==> src/rtl/gc_pkg.sv <==
package gc_pkg;
    typedef enum logic {
        DIR_DOWN = 1'b0,
        DIR_UP   = 1'b1
    } dir_e;

    // Direction after one enabled step: a step off code zero while
    // counting down is only possible for a reversed counter.
    function automatic dir_e step_dir(input dir_e cur, input logic at_zero);
        if (cur == DIR_DOWN && at_zero) return DIR_UP;
        return cur;
    endfunction
endpackage

==> src/rtl/gc_g2b.sv <==
module gc_g2b #(
    parameter int W = 8
) (
    input  logic [W-1:0] gray,
    output logic [W-1:0] bin
);
    assign bin[W-1] = gray[W-1];
    for (genvar i = W - 2; i >= 0; i--) begin : g_xor
        assign bin[i] = bin[i+1] ^ gray[i];
    end
endmodule

==> src/rtl/gc_next.sv <==
module gc_next
    import gc_pkg::*;
#(
    parameter int W = 8
) (
    input  logic [W-1:0] cur_code,
    input  dir_e         cur_dir,
    output logic [W-1:0] nxt_code,
    output dir_e         nxt_dir,
    output logic         bad_wrap
);
    logic [W-1:0] cur_bin;
    logic [W-1:0] nxt_bin;
    logic         at_zero;

    gc_g2b #(.W(W)) u_g2b (.gray(cur_code), .bin(cur_bin));

    assign at_zero  = (cur_code == '0);
    assign bad_wrap = (cur_dir == DIR_DOWN) && at_zero;

    always_comb begin
        if (cur_dir == DIR_UP) nxt_bin = cur_bin + 1'b1;
        else                   nxt_bin = cur_bin - 1'b1;
    end

    assign nxt_code = nxt_bin ^ (nxt_bin >> 1);
    assign nxt_dir  = step_dir(cur_dir, at_zero);
endmodule

==> src/rtl/gc_reg.sv <==
module gc_reg
    import gc_pkg::*;
#(
    parameter int W = 8
) (
    input  logic         clk,
    input  logic         rst,
    input  logic         en,
    input  logic         ld,
    input  logic [W-1:0] ld_code,
    input  dir_e         ld_dir,
    input  logic [W-1:0] nxt_code,
    input  dir_e         nxt_dir,
    output logic [W-1:0] code_q,
    output dir_e         dir_q
);
    localparam logic [W-1:0] TOP_CODE = {1'b1, {(W-1){1'b0}}};

    always_ff @(posedge clk) begin
        if (rst) begin
            code_q <= '0;
            dir_q  <= DIR_UP;
        end else if (ld) begin
            code_q <= ld_code;
            dir_q  <= ld_dir;
        end else if (en) begin
            code_q <= nxt_code;
            dir_q  <= nxt_dir;
        end
    end

    p_reset_r1: assert property (@(posedge clk)
        rst |=> (code_q == '0) && (dir_q == DIR_UP));

    p_hold_r2: assert property (@(posedge clk) disable iff (rst)
        (!ld && !en) |=> $stable(code_q) && $stable(dir_q));

    p_one_bit_r3: assert property (@(posedge clk) disable iff (rst)
        (!ld && en) |=> ($countones(code_q ^ $past(code_q)) == 1));

    p_fix_wrap_r5: assert property (@(posedge clk) disable iff (rst)
        (!ld && en && dir_q == DIR_DOWN && code_q == '0)
        |=> (dir_q == DIR_UP) && (code_q == TOP_CODE));

    p_top_wrap_r6: assert property (@(posedge clk) disable iff (rst)
        (!ld && en && dir_q == DIR_UP && code_q == TOP_CODE)
        |=> (dir_q == DIR_UP) && (code_q == '0));

    p_stay_up_r8: assert property (@(posedge clk) disable iff (rst)
        (!ld && dir_q == DIR_UP) |=> (dir_q == DIR_UP));

    p_load_r7: assert property (@(posedge clk) disable iff (rst)
        ld |=> (code_q == $past(ld_code)) && (dir_q == $past(ld_dir)));
endmodule

==> src/rtl/sc_gray_counter.sv <==
module sc_gray_counter
    import gc_pkg::*;
#(
    parameter int W = 8
) (
    input  logic         clk,
    input  logic         rst,
    input  logic         en,
    input  logic         ld,
    input  logic [W-1:0] ld_code,
    input  logic         ld_fwd,
    output logic [W-1:0] code,
    output logic         fwd
);
    localparam int CW = W + 2;
    localparam logic [CW-1:0] BOUND = CW'(1) << W;

    logic [W-1:0] code_q, nxt_code;
    dir_e         dir_q, nxt_dir, ld_dir;
    logic         bad_wrap;

    assign ld_dir = ld_fwd ? DIR_UP : DIR_DOWN;

    gc_next #(.W(W)) u_next (
        .cur_code (code_q),
        .cur_dir  (dir_q),
        .nxt_code (nxt_code),
        .nxt_dir  (nxt_dir),
        .bad_wrap (bad_wrap)
    );

    gc_reg #(.W(W)) u_reg (
        .clk      (clk),
        .rst      (rst),
        .en       (en),
        .ld       (ld),
        .ld_code  (ld_code),
        .ld_dir   (ld_dir),
        .nxt_code (nxt_code),
        .nxt_dir  (nxt_dir),
        .code_q   (code_q),
        .dir_q    (dir_q)
    );

    assign code = code_q;
    assign fwd  = (dir_q == DIR_UP);

    // Checker: enabled steps spent counting backward since the last load.
    logic [CW-1:0] back_steps;
    always_ff @(posedge clk) begin
        if (rst || ld || dir_q == DIR_UP) back_steps <= '0;
        else if (en)                      back_steps <= back_steps + 1'b1;
    end

    p_recover_bound_r8: assert property (@(posedge clk) disable iff (rst)
        back_steps <= BOUND);

    p_wrap_flag_r5: assert property (@(posedge clk) disable iff (rst)
        (!ld && en && bad_wrap) |=> fwd);
endmodule

==> config.mk <==
export PLATFORM = sky130hd
export DESIGN_NAME = sc_gray_counter
export DESIGN_NICKNAME = d
export VERILOG_FILES = /design/src/rtl/gc_pkg.sv /design/src/rtl/gc_g2b.sv /design/src/rtl/gc_next.sv /design/src/rtl/gc_reg.sv /design/src/rtl/sc_gray_counter.sv
export SDC_FILE = /design/constraint.sdc
export NUM_CORES = 1
export LEC_CHECK = 0
export ABC_AREA = 1
export BUFFER_PORTS_ARGS = -buffer_cell sky130_fd_sc_hd__buf_2
export CORE_MARGIN = 4
export CORE_UTILIZATION = 35
export CTS_BUF_LIST = sky130_fd_sc_hd__clkbuf_4
export CTS_CLUSTER_DIAMETER = 150
export DETAILED_ROUTE_END_ITERATION = 16
export PLACE_DENSITY_LB_ADDON = 0.05
export SLEW_MARGIN = 20
export SYNTH_ARGS = -nofsm -noshare
export SYNTH_HDL_FRONTEND = slang
export SYNTH_SLANG_ARGS = --single-unit
==> constraint.sdc <==
create_clock -name clk -period 3.8 [get_ports clk]
set_clock_uncertainty 0.05 [all_clocks]
set_input_delay 0.95 -clock clk [delete_from_list [all_inputs] [get_ports clk]]
set_output_delay 0.95 -clock clk [all_outputs]
set_load 0.01 [all_outputs]
==> impl_metrics.tcl, run 1 <==
set metrics [dict create \
    p_per_area_nw_per_um2 645 \
    via_per_inst 5.04 \
    setup_tns_ps 0 \
    postCtsSetupRepairBufs 0 \
    layout-drive-gt1-share_pct 24.6 \
    netlist_top_cells_area "dfxtp_1 18%, nand2_1 15%, nand3_1 10%, inv_1 9.6%, ha_1 8.9%" \
    cts_max_path_buffers 2 \
    rsz0062_at_grt "no" \
    fin_crit_ps 3030 \
    initial_core_util_pct 38.2 \
    hp-class "reg2reg" \
    rr_endpoint "u_reg.code_q[6]$_SDFFE_PP0P_" \
    min_from "u_reg.code_q[3]$_SDFFE_PP0P_" \
    cp.arrival_ps 3180 \
    die_h_um 60.9 \
    min_to "u_reg.dir_q$_SDFFE_PP1P_" \
    hold_buffers 0 \
    cp-end-kind "register" \
    p_leak_nw 0.632 \
    synth_top_area_share_pct 18.4 \
    core-area_um2 2570 \
    critPathMaxStageDelay_ps 400 \
    ys_seq_area_share_pct 18.4 \
    globalRouteTotalUtil_pct 15.1 \
    min_period_over_period_pct 79.7 \
    finalPower_mw 0.740 \
    nets 200 \
    relSlewSlack_pct 59.1 \
    clk_latency_ps 270 \
    place.gp.congestion 0.764 \
    ant_nets 0 \
    drv_cap 0 \
    path_class "reg2reg" \
    status "complete, no violations" \
    io_pins 22 \
    rows 18 \
    crit_path_start_kind "register" \
    n_antenna_cell 0 \
    tightest_slew_ps 611 \
    clk_root_buffer_cell "clkbuf_4" \
    crit_family "simple AND/OR/NAND/NOR gates" \
    ys.warnings.count 0 \
    ys_types 25 \
    cts-buffers-inserted 3 \
    dp_hpwl_um 2070 \
    route.detailed.drc 0 \
    reg2reg_slack_ps 770 \
    first_pass_iters 4 \
    regToRegStartpoint "u_reg.code_q[7]$_SDFFE_PP0P_" \
    fmax_mhz 330 \
    num_vias 1054 \
    syn-instance-count 156 \
    ctsResizeCount 0 \
    whs_path_depth 1 \
    crit_slowest_cell "dfxtp_1" \
    fp.dieW_um 60.9 \
    path_cells "inv_1, ha_1, inv_1, nand2_1, nand3_2, nand2_1, nand2_2, nand2_2, inv_1, ha_1, a21oi_1, nor2_1, a211oi_1, nand3_1, nand2_1, inv_1, nand3_1, nand3_1, a21oi_1" \
    path_clk_slew_ps 70 \
    grt_pass1_wl_um 4250 \
    wl_um 2540 \
    antenna_found_initial 0 \
    path_max_fanout 5 \
    synth_top_area_cell "dfxtp_1" \
    wl_per_cell_um 12.1 \
    grt-ovfl-total 0 \
    worstPathRequired_ps 3950 \
    ys_ff_latch 9 \
    dieArea_um2 3710 \
    grt_max_degree 14 \
    finalHoldViolations 0 \
    ff2ff_path_depth 19 \
    drtIter0Drc 48 \
    portBuffers 21 \
    critPathMostFrequentCell "inv_1" \
    finalSetupViolations 0 \
    drv_slew 0 \
    cts.sinks 9 \
    synth_fp_nets 176 \
    syn_to_final_growth_pct 16.8 \
    syn_area_um2 981 \
    cts_tree "built" \
    critPathBufInv 4 \
    avgSynthCellArea_um2 6.29 \
    grt_pass1_vias 980 \
    peakVddDrop_uv 273 \
    htree_levels 1 \
]
## power by group
group | leakage [nW] | switching (mW) | internal, mW
Sequential | 0.0746 | 0.0213 | 0.110
Combinational | 0.539 | 0.328 | 0.197
Clock | 0.0184 | 0.0359 | 0.0477
Total | 0.632 | 0.385 | 0.355
## area by class of cell
cell class                 instances  area [um^2]
clock buffer                       4         30.0
sequential                         9          180
timing repair buffer              21          105
inverter                          27          101
tap                               30         37.5
fill                             280         1420
multi-input combinational        118          692
## metrics by stage
step	cells	utilization (%)	area (um^2)	hold WS [ps]	setup WS (ps)
finish	209	44.6	1150	484	770
global placement	205	43.5	1120	468	858
CTS	209	44.6	1150	484	749
global route	209	44.6	1150	535	378
detailed placement	205	43.5	1120	474	781
floorplan	156	-	981	501	1080
## cell usage after synthesis, drive strengths merged
| library cell | number |
|---|---|
| dfxtp | 9 |
| a31o | 1 |
| o21ai | 1 |
| clkbuf | 2 |
| ha | 7 |
| xnor2 | 2 |
| nor2 | 6 |
| inv | 27 |
| o21a | 1 |
| nand4 | 1 |
| o41ai | 1 |
| o21bai | 1 |
| nand2 | 49 |
| nand3 | 24 |
| a21oi | 12 |
| xor2 | 3 |
| nor3 | 1 |
| a211oi | 1 |
| a22oi | 7 |
## flip-flops by register name (all words and copies together), names as in the netlist
register and count:
u_reg.code_q 8, u_reg.dir_q 1
## cell families (layout without fill, tap and decap cells)
| family | Yosys count | in the layout | synth area share [%] |
|---|---|---|---|
| fa+ha+maj | 7 | 7 | 8.93 |
| flops | 9 | 9 | 18.4 |
| compound gates | 25 | 25 | 16.1 |
| buf+inv | 29 | 52 | 11.1 |
| simple gates | 81 | 81 | 39.5 |
| xor+xnor | 5 | 5 | 6.00 |
## placed cells by master (no fill, tap or decap)
| cell type | n |
|---|---|
| nand2_1 | 39 |
| inv_1 | 25 |
| buf_2 | 21 |
| nand3_1 | 20 |
| a21oi_1 | 12 |
| nand2_2 | 9 |
| dfxtp_1 | 9 |
| a22oi_1 | 7 |
| ha_1 | 7 |
| nor2_1 | 6 |
| nand3_2 | 4 |
| clkbuf_4 | 4 |
| inv_2 | 2 |
| xor2_1 | 2 |
| nand2_4 | 1 |
| nor3_1 | 1 |
| o21bai_1 | 1 |
| a211oi_1 | 1 |
| o21a_1 | 1 |
| nand4_1 | 1 |
| xor2_2 | 1 |
| xnor2_2 | 1 |
| o21ai_0 | 1 |
| o41ai_1 | 1 |
| xnor2_1 | 1 |
| a31o_2 | 1 |
## metal layers
layer	track usage, %	vias up	part of all wire, %	wire length [um]
met3	3.19	0	4.5	115
met1	20.0	472	48	1220
met4	1.86	0	0	0
met5	0	-	0	0
met2	26.0	22	47	1200
li1	-	560	-	-
## how the worst max path moves through the flow
stage	slack (ps)	start	cells past startpoint	to
after floorplan	1080	u_reg.code_q[7]$_SDFFE_PP0P_	20	u_reg.code_q[6]$_SDFFE_PP0P_
after global placement	860	u_reg.code_q[7]$_SDFFE_PP0P_	19	u_reg.code_q[6]$_SDFFE_PP0P_
after detailed placement	780	u_reg.code_q[7]$_SDFFE_PP0P_	19	u_reg.code_q[6]$_SDFFE_PP0P_
after CTS	750	u_reg.code_q[7]$_SDFFE_PP0P_	19	u_reg.code_q[6]$_SDFFE_PP0P_
after global routing	380	u_reg.code_q[7]$_SDFFE_PP0P_	19	u_reg.code_q[6]$_SDFFE_PP0P_
final	770	u_reg.code_q[7]$_SDFFE_PP0P_	19	u_reg.code_q[6]$_SDFFE_PP0P_
Power figures use the tool's default switching activity.
==> run 2: changes to the inputs <==
Clock period 3.8 ns to 2.52 ns, I/O delays scaled along.
==> run 2 against run 1 <==
  * The run now ends with setup timing left
  * Critical path depth increased by 1
  * Clock power increased by 50%
  * Largest power group unchanged
  * Maximum frequency increased by 19%
  * Sequential share of layout area decreased by 4.2 points
  * Critical endpoint is now u_reg.code_q[5]$_SDFFE_PP0P_
  * Register-to-register slack got worse by 810 ps
  * Largest cell class unchanged
==> impl_metrics.tcl, run 2 (synthesis results as in run 1) <==
set metrics [dict create \
    drv_cap 0 \
    route.detailed.drc 0 \
    ff2ff_path_depth 20 \
    finalPower_mw 1.63 \
    wl_um 3080 \
    fin_crit_ps 2560 \
    via_per_inst 5.21 \
    finalSetupViolations 3 \
    final_common_cell "nand2_1" \
    stdcell_count 225 \
    crit_path_start_kind "register" \
    path_clk_slew_ps 60 \
    whs_path_depth 3 \
    cp.arrival_ps 2710 \
    htree_levels 1 \
    ant_nets 0 \
    crit_slowest_cell "dfxtp_2" \
    reg.largest.list "u_reg.code_q x8, u_reg.dir_q x1" \
    min_to "u_reg.dir_q$_SDFFE_PP1P_" \
    dieArea_um2 3710 \
    syn_to_final_growth_pct 61.7 \
    cp-end-kind "register" \
    cts_max_path_buffers 2 \
    clk_root_buffer_cell "clkbuf_4" \
    p_int_mw 0.809 \
    drv_slew 0 \
    combPwrFrac_pct 79.9 \
    die_h_um 60.9 \
    regMostFlops "u_reg.code_q" \
    clk_latency_ps 260 \
    p_sw_share_pct 50.5 \
    netSwitchingPower_mw 0.824 \
    p_leak_nw 0.793 \
    cts_tree "built" \
    dpl-instance-area_um2 1240 \
    largest_register_ffs 8 \
    violations "setup timing" \
    globalRouteTotalUtil_pct 16.9 \
    reg2reg_slack_ps -40 \
    peakVddDrop_uv 823 \
    tightest_slew_ps 759 \
    critPathMaxStageDelay_ps 330 \
    dp_slack_ps -189 \
    utilization_pct 61.8 \
    fmax_mhz 391 \
    place.gp.congestion 0.789 \
    layout-drive-gt1-share_pct 56.9 \
    rsz0062_at_grt "yes" \
    cts.sinks 9 \
    min_period_over_period_pct 101 \
    final_cell_mix "23 x nand2_1, 21 x buf_2, 17 x inv_1" \
    hold_buffers 0 \
    fp.dieW_um 60.9 \
    regToRegStartpoint "u_reg.code_q[6]$_SDFFE_PP0P_" \
    first_pass_iters 4 \
    n_antenna_cell 0 \
    finalHoldViolations 0 \
    grt_pass1_vias 1179 \
    wl_per_cell_um 13.7 \
    cts-buffers-inserted 3 \
    io_pins 22 \
    worst_slack_ps -36.8 \
    core-area_um2 2570 \
    rows 18 \
    dp.cells 218 \
    critPathMostFrequentCell "nand2_1" \
    stdcell_area_um2 1590 \
    path_cells "inv_2, ha_4, inv_4, nand2_4, nand3_4, nand3_4, nand2_4, nand2_4, nand2_2, ha_4, nand2_1, nor2_1, nand3_1, nand2_1, nand2_1, nand2_2, inv_2, nand2_1, nand3_2, a21oi_2" \
    antenna_found_initial 0 \
    worstPathRequired_ps 2670 \
    relSlewSlack_pct 49.2 \
    grt_pass1_wl_um 4800 \
    path_max_fanout 5 \
    initial_core_util_pct 38.2 \
    grt-ovfl-total 0 \
    drtIter0Drc 35 \
    grt_max_degree 14 \
    rr_endpoint "u_reg.code_q[5]$_SDFFE_PP0P_" \
    nets 216 \
    min_from "ld_fwd" \
    dp_hpwl_um 2210 \
    seq_power_share_pct 12.4 \
    num_vias 1172 \
    clockPowerShare_pct 7.7 \
    portBuffers 21 \
    status "complete, but fails checks" \
    path_class "reg2reg" \
    p_per_area_nw_per_um2 1030 \
    hp-class "in2reg" \
]
==> run 2: what timing repair did <==
item	4_1_cts	5_1_grt
endpoints found under the setup margin	6	7
buffers inserted	3	0
pin swaps	19	30
resized for setup	29	38
endpoints found under the hold margin	0	0
==> run 2: layout make-up <==
class	instances	area (um^2)
multi-input cells	118	1010
clock buffers	4	30.0
well taps	30	37.5
fillers	230	981
repair buffers	37	225
flip-flops and latches	9	183
inverters	27	104
==> run 2: power groups by stage <==
stage / sequential [mW] / clock, mW / combinational, mW
CTS: 0.197 / 0.126 / 1.07
global placement: 0.196 / 0 / 0.923
global route: 0.207 / 0.134 / 1.45
finish: 0.202 / 0.125 / 1.31
floorplan: 0.206 / 0 / 0.660
detailed placement: 0.198 / 0 / 0.934
==> run 2: through the flow <==
step / hold WS [ps] / setup TNS, ps
finish: 533 / -74.1
global route: 566 / -941
CTS: 510 / -57.9
detailed placement: 485 / -730
global placement: 472 / -478
floorplan: 501 / -29.2
==> run 2: metal layers <==
metal | vias up | GRT usage, % | wire, um | share of wire (%)
met5 | - | 0 | 0 | 0
met4 | 0 | 3.10 | 23 | 0.75
met3 | 2 | 3.40 | 106 | 3.4
met2 | 27 | 30.7 | 1670 | 54
met1 | 551 | 20.7 | 1280 | 42
li1 | 592 | - | - | -
==> run 2: how the worst max path moves through the flow <==
| stage | from | end | slack (ps) | cells after the start |
|---|---|---|---|---|
| after global placement | u_reg.code_q[6]$_SDFFE_PP0P_ | u_reg.code_q[4]$_SDFFE_PP0P_ | -130 | 19 |
| after detailed placement | u_reg.code_q[6]$_SDFFE_PP0P_ | u_reg.code_q[6]$_SDFFE_PP0P_ | -190 | 18 |
| final | u_reg.code_q[6]$_SDFFE_PP0P_ | u_reg.code_q[5]$_SDFFE_PP0P_ | -40 | 20 |
| after floorplan | u_reg.code_q[6]$_SDFFE_PP0P_ | u_reg.code_q[6]$_SDFFE_PP0P_ | -30 | 19 |
| after global routing | u_reg.code_q[6]$_SDFFE_PP0P_ | u_reg.code_q[2]$_SDFFE_PP0P_ | -190 | 21 |
| after CTS | u_reg.code_q[7]$_SDFFE_PP0P_ | u_reg.code_q[6]$_SDFFE_PP0P_ | -30 | 20 |
==> run 2: worst max-delay path: cells and delay by family (launching register included) <==
kind,cells,cell delay (ps)
fa+ha+maj,2,620
flops,1,330
simple gates,14,1190
buf+inv,3,140
compound gates,1,170
